`src/rtl/can_err_tracker.sv`:
```
module can_err_tracker #(
  parameter int unsigned WARN_AT  = 96,
  parameter int unsigned PASV_ABV = 127,
  parameter int unsigned TX_STEP  = 8
) (
  input  logic        clk,
  input  logic        rst_n,
  input  logic        ev_valid,
  input  logic        ev_tx,
  input  logic        ev_ok,
  input  logic [2:0]  ev_code,
  input  logic        recover,
  input  logic        lec_we,
  input  logic [2:0]  lec_wdata,
  input  logic        pend_w1c,
  input  logic        en_glob,
  input  logic        en_lec,
  input  logic        en_boff,
  input  logic        en_pasv,
  input  logic        en_warn,
  output logic [31:0] status,
  output logic        err_pending
);

  logic [7:0] tec, rec, tec_n, rec_n;
  logic [2:0] lec, lec_n;
  logic       boff, boff_n;
  logic [8:0] tec_sum;
  logic       ev_take, warn, pasv, warn_n, pasv_n, cause;

  assign ev_take = ev_valid && !boff && !recover;
  assign tec_sum = {1'b0, tec} + 9'(TX_STEP);

  always_comb begin
    tec_n  = tec;
    rec_n  = rec;
    boff_n = boff;
    lec_n  = lec_we ? lec_wdata : lec;
    if (recover) begin
      tec_n  = '0;
      rec_n  = '0;
      boff_n = 1'b0;
    end else if (ev_take) begin
      if (ev_ok) begin
        lec_n = 3'd0;
        if (ev_tx) tec_n = (tec == 8'd0) ? 8'd0 : tec - 8'd1;
        else       rec_n = (rec == 8'd0) ? 8'd0 : rec - 8'd1;
      end else begin
        lec_n = ev_code;
        if (ev_tx) begin
          if (tec_sum > 9'd255) begin
            tec_n  = 8'd255;
            boff_n = 1'b1;
          end else begin
            tec_n = tec_sum[7:0];
          end
        end else begin
          rec_n = (rec == 8'd255) ? 8'd255 : rec + 8'd1;
        end
      end
    end
  end

  assign warn   = (tec >= 8'(WARN_AT)) || (rec >= 8'(WARN_AT));
  assign pasv   = (tec > 8'(PASV_ABV)) || (rec > 8'(PASV_ABV));
  assign warn_n = (tec_n >= 8'(WARN_AT)) || (rec_n >= 8'(WARN_AT));
  assign pasv_n = (tec_n > 8'(PASV_ABV)) || (rec_n > 8'(PASV_ABV));

  assign cause = en_glob && ((en_warn && (warn_n != warn)) ||
                             (en_pasv && (pasv_n != pasv)) ||
                             (en_boff && (boff_n != boff)) ||
                             (en_lec && ev_take && !ev_ok && (ev_code != 3'd0)));

  always_ff @(posedge clk or negedge rst_n) begin
    if (!rst_n) begin
      tec         <= '0;
      rec         <= '0;
      lec         <= '0;
      boff        <= 1'b0;
      err_pending <= 1'b0;
    end else begin
      tec         <= tec_n;
      rec         <= rec_n;
      lec         <= lec_n;
      boff        <= boff_n;
      err_pending <= cause ? 1'b1 : (pend_w1c ? 1'b0 : err_pending);
    end
  end

  assign status = {rec, tec, 9'd0, lec, 1'b0, boff, pasv, warn};

  // a failed transmit frame below the ceiling steps the count by the fixed amount
  a_r2_tx_step: assert property (@(posedge clk) disable iff (!rst_n)
    ev_valid && !ev_ok && ev_tx && !boff && !recover && (tec < 8'(256 - TX_STEP))
    |=> status[23:16] == $past(tec) + 8'(TX_STEP));

  // the receive count only moves for receive events or recovery
  a_r3_rec_quiet: assert property (@(posedge clk) disable iff (!rst_n)
    !recover && !(ev_valid && !ev_tx) |=> $stable(status[31:24]));

  // bus-off is held until recovery
  a_r5_boff_hold: assert property (@(posedge clk) disable iff (!rst_n)
    status[2] && !recover |=> status[2]);

  // while bus-off, frame events leave the code untouched
  a_r5_lec_frozen: assert property (@(posedge clk) disable iff (!rst_n)
    status[2] && !recover && !lec_we |=> $stable(status[6:4]));

  // with the global enable low the pending flag cannot rise
  a_r11_glob_gate: assert property (@(posedge clk) disable iff (!rst_n)
    !en_glob && !err_pending |=> !err_pending);

  // a clear with no possible cause leaves the flag low
  a_r12_w1c: assert property (@(posedge clk) disable iff (!rst_n)
    pend_w1c && !en_glob |=> !err_pending);

endmodule

```
`config.mk`:
```
export PLATFORM = sky130hd
export DESIGN_NAME = can_err_tracker
export DESIGN_NICKNAME = d
export VERILOG_FILES = /design/src/rtl/can_err_tracker.sv
export SDC_FILE = /design/constraint.sdc
export NUM_CORES = 1
export LEC_CHECK = 0
export BUFFER_PORTS_ARGS = -buffer_cell sky130_fd_sc_hd__buf_4
export CAP_MARGIN = 20
export CORE_AREA = 8 8 74 76
export CTS_BUF_LIST = sky130_fd_sc_hd__clkbuf_8
export DETAILED_ROUTE_END_ITERATION = 8
export DIE_AREA = 0 0 82 84
export GPL_ROUTABILITY_DRIVEN = 0
export GPL_TIMING_DRIVEN = 0
export PLACE_DENSITY = 0.74
export SLEW_MARGIN = 20
export SYNTH_ARGS = -nofsm -noshare
export SYNTH_HDL_FRONTEND = slang
export SYNTH_SLANG_ARGS = --single-unit
```
`constraint.sdc`:
```
create_clock -name clk -period 3.1 [get_ports clk]
set_input_delay 0.31 -clock clk [delete_from_list [all_inputs] [get_ports clk]]
set_output_delay 0.31 -clock clk [all_outputs]
set_load 0.02 [all_outputs]
```
After elaboration in Yosys (flattened, before gate mapping)
Cells that the tools add are included.
{ "totals": {"out_inout_bits": 33, "elab_cells": 70, "input_bits": 19, "reg_bits": 21} }
{ "op_classes": {"n_mux": 25, "order_cmp": 9, "addsub": 4, "n_reduce_logical": 23, "n_eq_ne": 4} }
{ "op_table": {"columns": ["op", "count"], "rows": [
  ["8-bit two-way mux", 14],
  ["8-bit by 7-bit >= comparator with 1-bit output, second input constant", 4],
  ["8-bit by 7-bit greater-than comparator with 1-bit output, second input constant", 4],
  ["8-bit logical NOT", 2],
  ["8-bit by 1-bit subtractor with 8-bit output, second input constant", 2],
  ["3-bit two-way mux", 4],
  ["8-bit by 4-bit adder with 9-bit output, second input constant", 1],
  ["9-bit by 8-bit greater-than comparator with 1-bit output, second input constant", 1],
  ["1-bit logical AND", 9],
  ["8-bit by 1-bit adder with 8-bit output, second input constant", 1],
  ["8-bit == test, second input constant", 1],
  ["1-bit logical OR", 7],
  ["1-bit two-way mux", 7],
  ["1-bit logical NOT", 3],
  ["1-bit != test", 3],
  ["3-bit nonzero test", 1],
  ["2-bit nonzero test", 1]
]} }

Depth between registers and ports, before layout
Gate-level depths: netlist of the first run.
{ "logic_depth": {"depth_word": 16, "ltp_mapped": 10} }

Worst setup path after synthesis of the first run
OpenSTA, ideal clock, no wires.
{ "synth_path": {"kind": "flip-flop to flip-flop", "start": "register tec[3]", "end": "register err_pending", "path_stages_with_launch": 10, "path_slack_ps": 309, "arrival_time_ps": 2722, "required_ps": 3031, "setup_time_ps": 69, "cell_sequence": "dfrtp_1 inv_1 ha_1 or4b_4 nor4b_4 o32ai_1 a311oi_2 nand2_1 or4_1 nand3_1"} }
{ "synth_between": {"elab_chain_len": 16, "elab_cells_between_ends": 36} }
{ "synth_lines": {"columns": ["element", "line_no", "rtl"], "rows": [
  ["start, declared", "25", "logic [7:0] tec, rec, tec_n, rec_n;"],
  ["start signal, assigned", "82", "tec <= tec_n;"],
  ["8-bit by 4-bit adder with 9-bit output", "32", "assign tec_sum = {1'b0, tec} + 9'(TX_STEP);"],
  ["9-bit by 8-bit greater-than comparator with 1-bit output", "51", "if (tec_sum > 9'd255) begin"],
  ["8-bit two-way mux", "51", null],
  ["8-bit two-way mux", "50", "if (ev_tx) begin"],
  ["8-bit two-way mux *", "44", "if (ev_ok) begin"],
  ["8-bit two-way mux *", "43", "end else if (ev_take) begin"],
  ["8-bit two-way mux *", "39", "if (recover) begin"],
  ["net tec_n[7]", "25", null],
  ["8-bit by 7-bit >= comparator with 1-bit output or 8-bit by 7-bit greater-than comparator with 1-bit output (tied branches)", "66, 67", null],
  ["1-bit logical OR, on equally long branches", "66, 67", null],
  ["1-bit != test, on equally long branches", "69, 70", null],
  ["1-bit logical AND, on equally long branches", "69, 70", null],
  ["1-bit logical OR *", "69", "assign cause = en_glob && ((en_warn && (warn_n != warn)) ||"],
  ["1-bit logical OR *", "70", "(en_pasv && (pasv_n != pasv)) ||"],
  ["1-bit logical OR *", "71", "(en_boff && (boff_n != boff)) ||"],
  ["1-bit logical AND *", "69", null],
  ["1-bit two-way mux or 2-bit nonzero test (tied branches)", null, null],
  ["end signal, assigned", "86", "err_pending <= cause ? 1'b1 : (pend_w1c ? 1'b0 : err_pending);"],
  ["end, declared", "22", "output logic err_pending"]
]} }
The timed path passes the listed nets; every way through them passes the cells marked *.
A chain may end at the register's enable or synchronous reset.

Worst setup path after layout of the first run
{ "layout_path": {"start": "register rec[0]", "end": "register err_pending"} }
{ "layout_between": {"elab_chain_len": 15, "elab_cells_between_ends": 29} }
{ "layout_lines": {"columns": ["element", "line_no", "rtl"], "rows": [
  ["start, declared", "25", null],
  ["start signal, assigned", "83", "rec <= rec_n;"],
  ["8-bit by 1-bit adder with 8-bit output, or another cell as far along", "58", "rec_n = (rec == 8'd255) ? 8'd255 : rec + 8'd1;"],
  ["8-bit two-way mux, on equally long branches", "58, 47", null],
  ["8-bit two-way mux, on equally long branches", "50, 46", null],
  ["8-bit two-way mux *", "44", null],
  ["8-bit two-way mux *", "43", null],
  ["8-bit two-way mux *", "39", null],
  ["net rec_n[5]", "25", null],
  ["8-bit by 7-bit >= comparator with 1-bit output or 8-bit by 7-bit greater-than comparator with 1-bit output (tied branches)", "66, 67", null],
  ["1-bit logical OR, on equally long branches", "66, 67", null],
  ["1-bit != test, on equally long branches", "69, 70", null],
  ["1-bit logical AND, on equally long branches", "69, 70", null],
  ["1-bit logical OR *", "69", null],
  ["1-bit logical OR *", "70", null],
  ["1-bit logical OR *", "71", null],
  ["1-bit logical AND *", "69", null],
  ["1-bit two-way mux or 2-bit nonzero test (tied branches)", null, null]
]} }
Marks and branches as above.

==> results of run 1 <==
critical path: stages (launching register included):
cell and delay (ps):
dfrtp_1 460, inv_1 110, ha_1 160, or3b_2 440, buf_2 180, o31ai_4 340
nand2b_1 170, o32ai_1 140, a22o_2 300, or4_1 470, nand3_1 90
cells in the mapped netlist (3+ instances only):
master | n | area share, %
o31ai_1 | 3 | 1.1
ha_1 | 8 | 4.8
a41oi_1 | 3 | 1.3
a211oi_1 | 4 | 1.4
nand3_1 | 17 | 4.1
buf_6 | 4 | 2.2
nand2b_1 | 5 | 1.5
nand4_1 | 4 | 1.2
clkbuf_1 | 4 | 0.72
inv_1 | 15 | 2.7
nor3_1 | 6 | 1.4
o211ai_1 | 3 | 1.1
xnor2_1 | 3 | 1.3
mux2i_1 | 4 | 1.9
a21oi_1 | 14 | 3.4
o32ai_1 | 5 | 2.1
nand2_1 | 20 | 3.6
nor4_1 | 5 | 1.5
nor2b_1 | 5 | 1.5
buf_2 | 3 | 0.72
dfrtp_1 | 21 | 25
a31oi_1 | 4 | 1.2
buf_4 | 13 | 4.7
o21ai_0 | 13 | 3.1
nor2_1 | 23 | 4.1
report_power, final:
group	internal [µW]	total, µW	switching (µW)
clock	88.3	181	92.9
combinational	160	370	210
sequential	295	322	27.2
total	543	873	330
kinds of logic (layout without fill, tap and decap cells):
kind of cell,after synthesis,in the layout
compound gates,70,70
xor+xnor,4,4
fa+ha+maj,8,8
buf+inv,44,90
flops,21,21
mux,5,5
other cells,1,10
simple gates,105,105
timing repair:
action                                  in CTS  in global routing
gates resized for setup                      0                  1
hold endpoints to repair                    21                  0
endpoints found under the setup margin       0                  1
hold buffers                                 1                  0
sequential cells by signal, summed over array words and instances, names as in the netlist:
signal and count:
boff 1, err_pending 1, lec 3, rec 8
tec 8
area by class of cell:
class / count / area [µm²] / area share [%]
multi-input combinational: 202 / 1320 / 51.9
sequential: 21 / 526 / 20.7
timing repair buffer: 42 / 318 / 12.5
buffer: 28 / 209 / 8.22
tap: 52 / 65.1 / 2.56
inverter: 16 / 60.1 / 2.36
clock buffer: 3 / 41.3 / 1.62
clock inverter: 1 / 3.75 / 0.148
worst paths after layout:
check / to / slack, ps / depth (start not counted)
setup / recovery: err_pending / 170 / 10
max in group asynchronous: rec[4] / 2400 / 2
setup reg to reg: err_pending / 170 / 10
hold / removal: lec[1] / 300 / 3
hold reg to reg: lec[1] / 610 / 2
min in group asynchronous: tec[7] / 470 / 2
routing by layer:
layer / GRT usage (%) / vias up
met4: 5.75 / 0
met5: 0 / -
met3: 2.16 / 9
li1: - / 1048
met1: 23.0 / 1016
met2: 26.4 / 95
metrics by stage:
step                hold WS (ps)  setup WS [ps]  power [µW]  std cells
floorplan                   14.4            309         574        267
global placement             214            180         687        360
detailed placement           221            147         693        360
CTS                          292            121         880        365
global route                 291           31.5         937        365
finish                       300            175         873        365
==> results.yml, run 1 <==
setup_path:
  worstReg2RegStart: "rec[0]"
  cp_max_fo: 7
  critical_path_class: "reg2reg"
  start_kind: "flip-flop"
  critPathRequiredTime_ps: 3300
  cp-end-kind: "flip-flop"
  critPathLaunch: "rec[0]"
  arrival_ps: 3130
flow_run:
  maxCapViolCount: 0
routing:
  wl_met2_um: 2640
  drt_wl_total_um: 6010
  ant_nets: 0
  drc_errors: 0
  met3WireLength_um: 555
  met1_length_um: 2730
  routed-via-count: 2168
  firstDrtPassIters: 4
  routed.top_layer: "met4"
  dr.first_iter.drc_count: 245
  avgRoutedWirePerCell_um: 16.5
  vias_per_cell: 5.94
clocking:
  clock-sinks: 21
  cts_buffers: 3
  cts_tree: "yes"
  insertion_delay_ps: 260
  clockRootBuffer: "clkbuf_8"
  h-tree-depth: 1
  clkSlewWorstSetupHoldPaths_ps: 80
  clock_path_buffers: 2
  post_cts_buffers: 0
sta:
  worst_clock_skew_ps: 1.86
  period_needed_ps: 2930
  slew_headroom_pct: 47.9
  final-setup-viol-count: 0
  grt_setup_unrepaired: "no"
  setup_tns_ps: 0
  worst_pin_slew_ps: 775
  post-route-period-util_pct: 94.4
  max_freq_mhz: 342
  drv_slew: 0
  hold_viol_final: 0
logic_synthesis:
  yosys_register_bits: 21
  async_reset_ff_share_pct: 100
  synth_compound_area_share_pct: 24.4
  ys.flop_type: "dfrtp_1"
  synth-adder-area-share_pct: 4.81
  syn_avg_cell_area_um2: 8.06
  yosys_warnings: 0
  synth_simple_gate_area_share_pct: 28.1
  synth.cell_area_um2: 2080
  synthXorXnorAreaFrac_pct: 1.68
  synth_cells: 258
  yosys.cell_types.count: 64
  synthMuxAreaShare_pct: 2.65
  ys_seq_area_share_pct: 25.3
  synth_top_family_by_area: "simple AND/OR/NAND/NOR gates"
  synth_edf_count: 0
cells_and_area:
  final_common_cell: "buf_4"
  layout_common_cells: "buf_4 (54), nor2_1 (23), dfrtp_1 (21)"
  area_delta_synth_final_pct: 22.2
  final_util_pct: 59.6
  nets: 341
  fin_area_um2: 2540
  drive_gt1_share_pct: 24.9
  n_antenna_cell: 0
  nFillCells: 389
min_path:
  min_path_type: "in2reg"
  worstHoldStart: "ev_code[1]"
grt:
  track_usage_pct: 16.9
  grt_overflow_total: 0
  grt_max_degree: 22
  grt_pass1_wl_um: 9560
  grt_pass1_vias: 2027
  grt_antenna_before_repair: 0
pwr:
  powerDensity_nw_per_um2: 343
  p_leak_uw: 0.00119
  vdd_ir_drop_max_mv: 0.198
floorplan:
  chipWidth_um: 82
  die_y_um: 84
  start_util_pct: 48.8
  die_area_um2: 6890
  placementRows: 24
  ios: 52
  design.core.area_um2: 4260
placed_design:
  dpl.hpwl_um: 4590
  dpl-instance-area_um2: 2490
  io_buffers: 41
run_status:
  outcome: "finished, final reports clean"
(Power assumes the default switching activity.)
==> inputs of run 2 (changes only) <==
--- a/config.mk
+++ b/config.mk
@@ -7,13 +7,15 @@
 export LEC_CHECK = 0
 export BUFFER_PORTS_ARGS = -buffer_cell sky130_fd_sc_hd__buf_4
 export CAP_MARGIN = 20
-export CORE_AREA = 8 8 74 76
+export CELL_PAD_IN_SITES_DETAIL_PLACEMENT = 0
+export CELL_PAD_IN_SITES_GLOBAL_PLACEMENT = 1
+export CORE_AREA = 8 8 82 84
 export CTS_BUF_LIST = sky130_fd_sc_hd__clkbuf_8
 export DETAILED_ROUTE_END_ITERATION = 8
-export DIE_AREA = 0 0 82 84
+export DIE_AREA = 0 0 90 92
 export GPL_ROUTABILITY_DRIVEN = 0
 export GPL_TIMING_DRIVEN = 0
-export PLACE_DENSITY = 0.74
+export PLACE_DENSITY_LB_ADDON = 0.1
 export SLEW_MARGIN = 20
 export SYNTH_ARGS = -nofsm -noshare
 export SYNTH_HDL_FRONTEND = slang
==> run 2 against run 1 <==
Net effect:
- global-route usage down 1.9 points
- clock skew up 7.8 ps
- die area up 20%
- fmax up 0.88%
- non-clock buffer count unchanged
- design area up 1.0%
- worst hold slack worse by 18 ps
- utilization down 12 points
- count of clock-buffer cells in the layout unchanged
- cell count up 5.5%
- routed wire length up 3.7%
- highest routed layer unchanged
==> results.yml, run 2 (synthesis gave the netlist of run 1 again) <==
cells_and_area:
  final_common_cell: "buf_4"
  nFillCells: 586
  nets: 341
  n_antenna_cell: 0
  final_cells: 385
  reg_top3: "rec x8, tec x8, lec x3"
  layout_common_cells: "buf_4 (54), nor2_1 (23), dfrtp_1 (21)"
  fin_area_um2: 2570
  area_delta_synth_final_pct: 23.5
  drive_gt1_share_pct: 25.2
sta:
  period_needed_ps: 2900
  setup_tns_ps: 0
  worst_pin_slew_ps: 625
  grt_setup_unrepaired: "no"
  drv_slew: 0
  slew_headroom_pct: 58.0
  whs_ps: 281
  post-route-period-util_pct: 93.5
  final-setup-viol-count: 0
  max_freq_mhz: 345
  worst_clock_skew_ps: 9.62
  hold_viol_final: 0
pwr:
  p_leak_uw: 0.00119
  power.total_uw: 878
  vdd_ir_drop_max_mv: 0.185
  powerDensity_nw_per_um2: 342
grt:
  track_usage_pct: 15.0
  grt_pass1_wl_um: 10600
  grt_max_degree: 22
  grt_pass1_vias: 2110
  grt_antenna_before_repair: 0
  grt_overflow_total: 0
routing:
  vias_per_cell: 5.44
  drc_errors: 0
  avgRoutedWirePerCell_um: 16.2
  drt_wl_total_um: 6230
  ant_nets: 0
  routed-via-count: 2095
  firstDrtPassIters: 4
  dr.first_iter.drc_count: 115
clocking:
  clock_path_buffers: 2
  post_cts_buffers: 0
  clockRootBuffer: "clkbuf_8"
  cts_buffers: 3
  clock-sinks: 21
  clkSlewWorstSetupHoldPaths_ps: 90
  cts_tree: "yes"
  insertion_delay_ps: 270
  h-tree-depth: 1
setup_path:
  critical_path_class: "reg2reg"
  critPathRequiredTime_ps: 3310
  cp-end-kind: "flip-flop"
  arrival_ps: 3110
  cp_max_fo: 9
  worstRegToRegCells: 9
  start_kind: "flip-flop"
min_path:
  min_path_type: "in2reg"
  hold_depth: 3
placed_design:
  placed_cells: 380
  io_buffers: 41
  dpl.hpwl_um: 4830
  dpl-instance-area_um2: 2510
floorplan:
  die_area_um2: 8280
  placementRows: 27
  design.core.area_um2: 5410
  ios: 52
  chipWidth_um: 90
  die_y_um: 92
  start_util_pct: 38.5
run_status:
  outcome: "finished, final reports clean"
flow_run:
  maxCapViolCount: 0
[run 2: changes by cell type in the layout (fill, tap and decap cells not counted)]
cell      delta
clkinv_2     +1
inv_1        -1
[run 2: cell type report]
cell class | instances | area [µm²] | area share (%)
plain buffers | 28 | 209 | 8.13
clock buffers | 3 | 41.3 | 1.61
clock inverters | 1 | 5.00 | 0.195
inverters | 16 | 60.1 | 2.34
multi-input cells | 202 | 1320 | 51.4
flip-flops and latches | 21 | 526 | 20.5
well taps | 72 | 90.1 | 3.51
repair buffers | 42 | 318 | 12.4
[run 2: routing by layer]
layer	vias up	wire, µm	global-route usage [%]	part of all wire [%]
met5	-	0	0	0
met4	0	80	4.44	1.3
met3	7	277	1.96	4.4
met2	55	2970	25.3	48
met1	988	2900	19.5	47
li1	1045	-	-	-
[run 2: per-stage QoR]
stage / setup WS, ps / utilization, %
6_report: 200 / 47.5
5_1_grt: 51.5 / 47.5
4_1_cts: 108 / 47.5
3_5_place_dp: 122 / 46.5
3_3_place_gp: 124 / 46.5
2_1_floorplan: 309 / -
[run 2: power breakdown]
group | switching, µW | internal (µW) | leakage [µW] | total, µW
combinational | 211 | 160 | 0.000880 | 371
sequential | 26.1 | 295 | 0.000282 | 321
clock | 96.9 | 89.8 | 0.0000255 | 187
[run 2: path summary, 6_finish.rpt]
path                          endpoint  startpoint  slack [ps]
setup / recovery           err_pending      tec[3]         200
hold / removal                  lec[2]  ev_code[2]         280
setup reg to reg           err_pending      tec[3]         200
hold reg to reg                 lec[2]      lec[2]         590
max in group asynchronous       tec[2]       rst_n        2410
min in group asynchronous       rec[3]       rst_n         460
[run 2: repair_timing]
item | CTS | global route
endpoints found under the setup margin | 0 | 1
gates resized for setup | 0 | 1
hold buffers | 1 | 0
endpoints found under the hold margin | 21 | 0
[run 2: worst max-delay path, cell delays in order (launching register included)]
cell and delay [ps]:
dfrtp_1 490, inv_2 150, ha_1 140, or4b_4 500
nor4b_4 320, o32ai_1 160, a311oi_2 310, nand2_1 150
or4_1 530, nand3_1 90
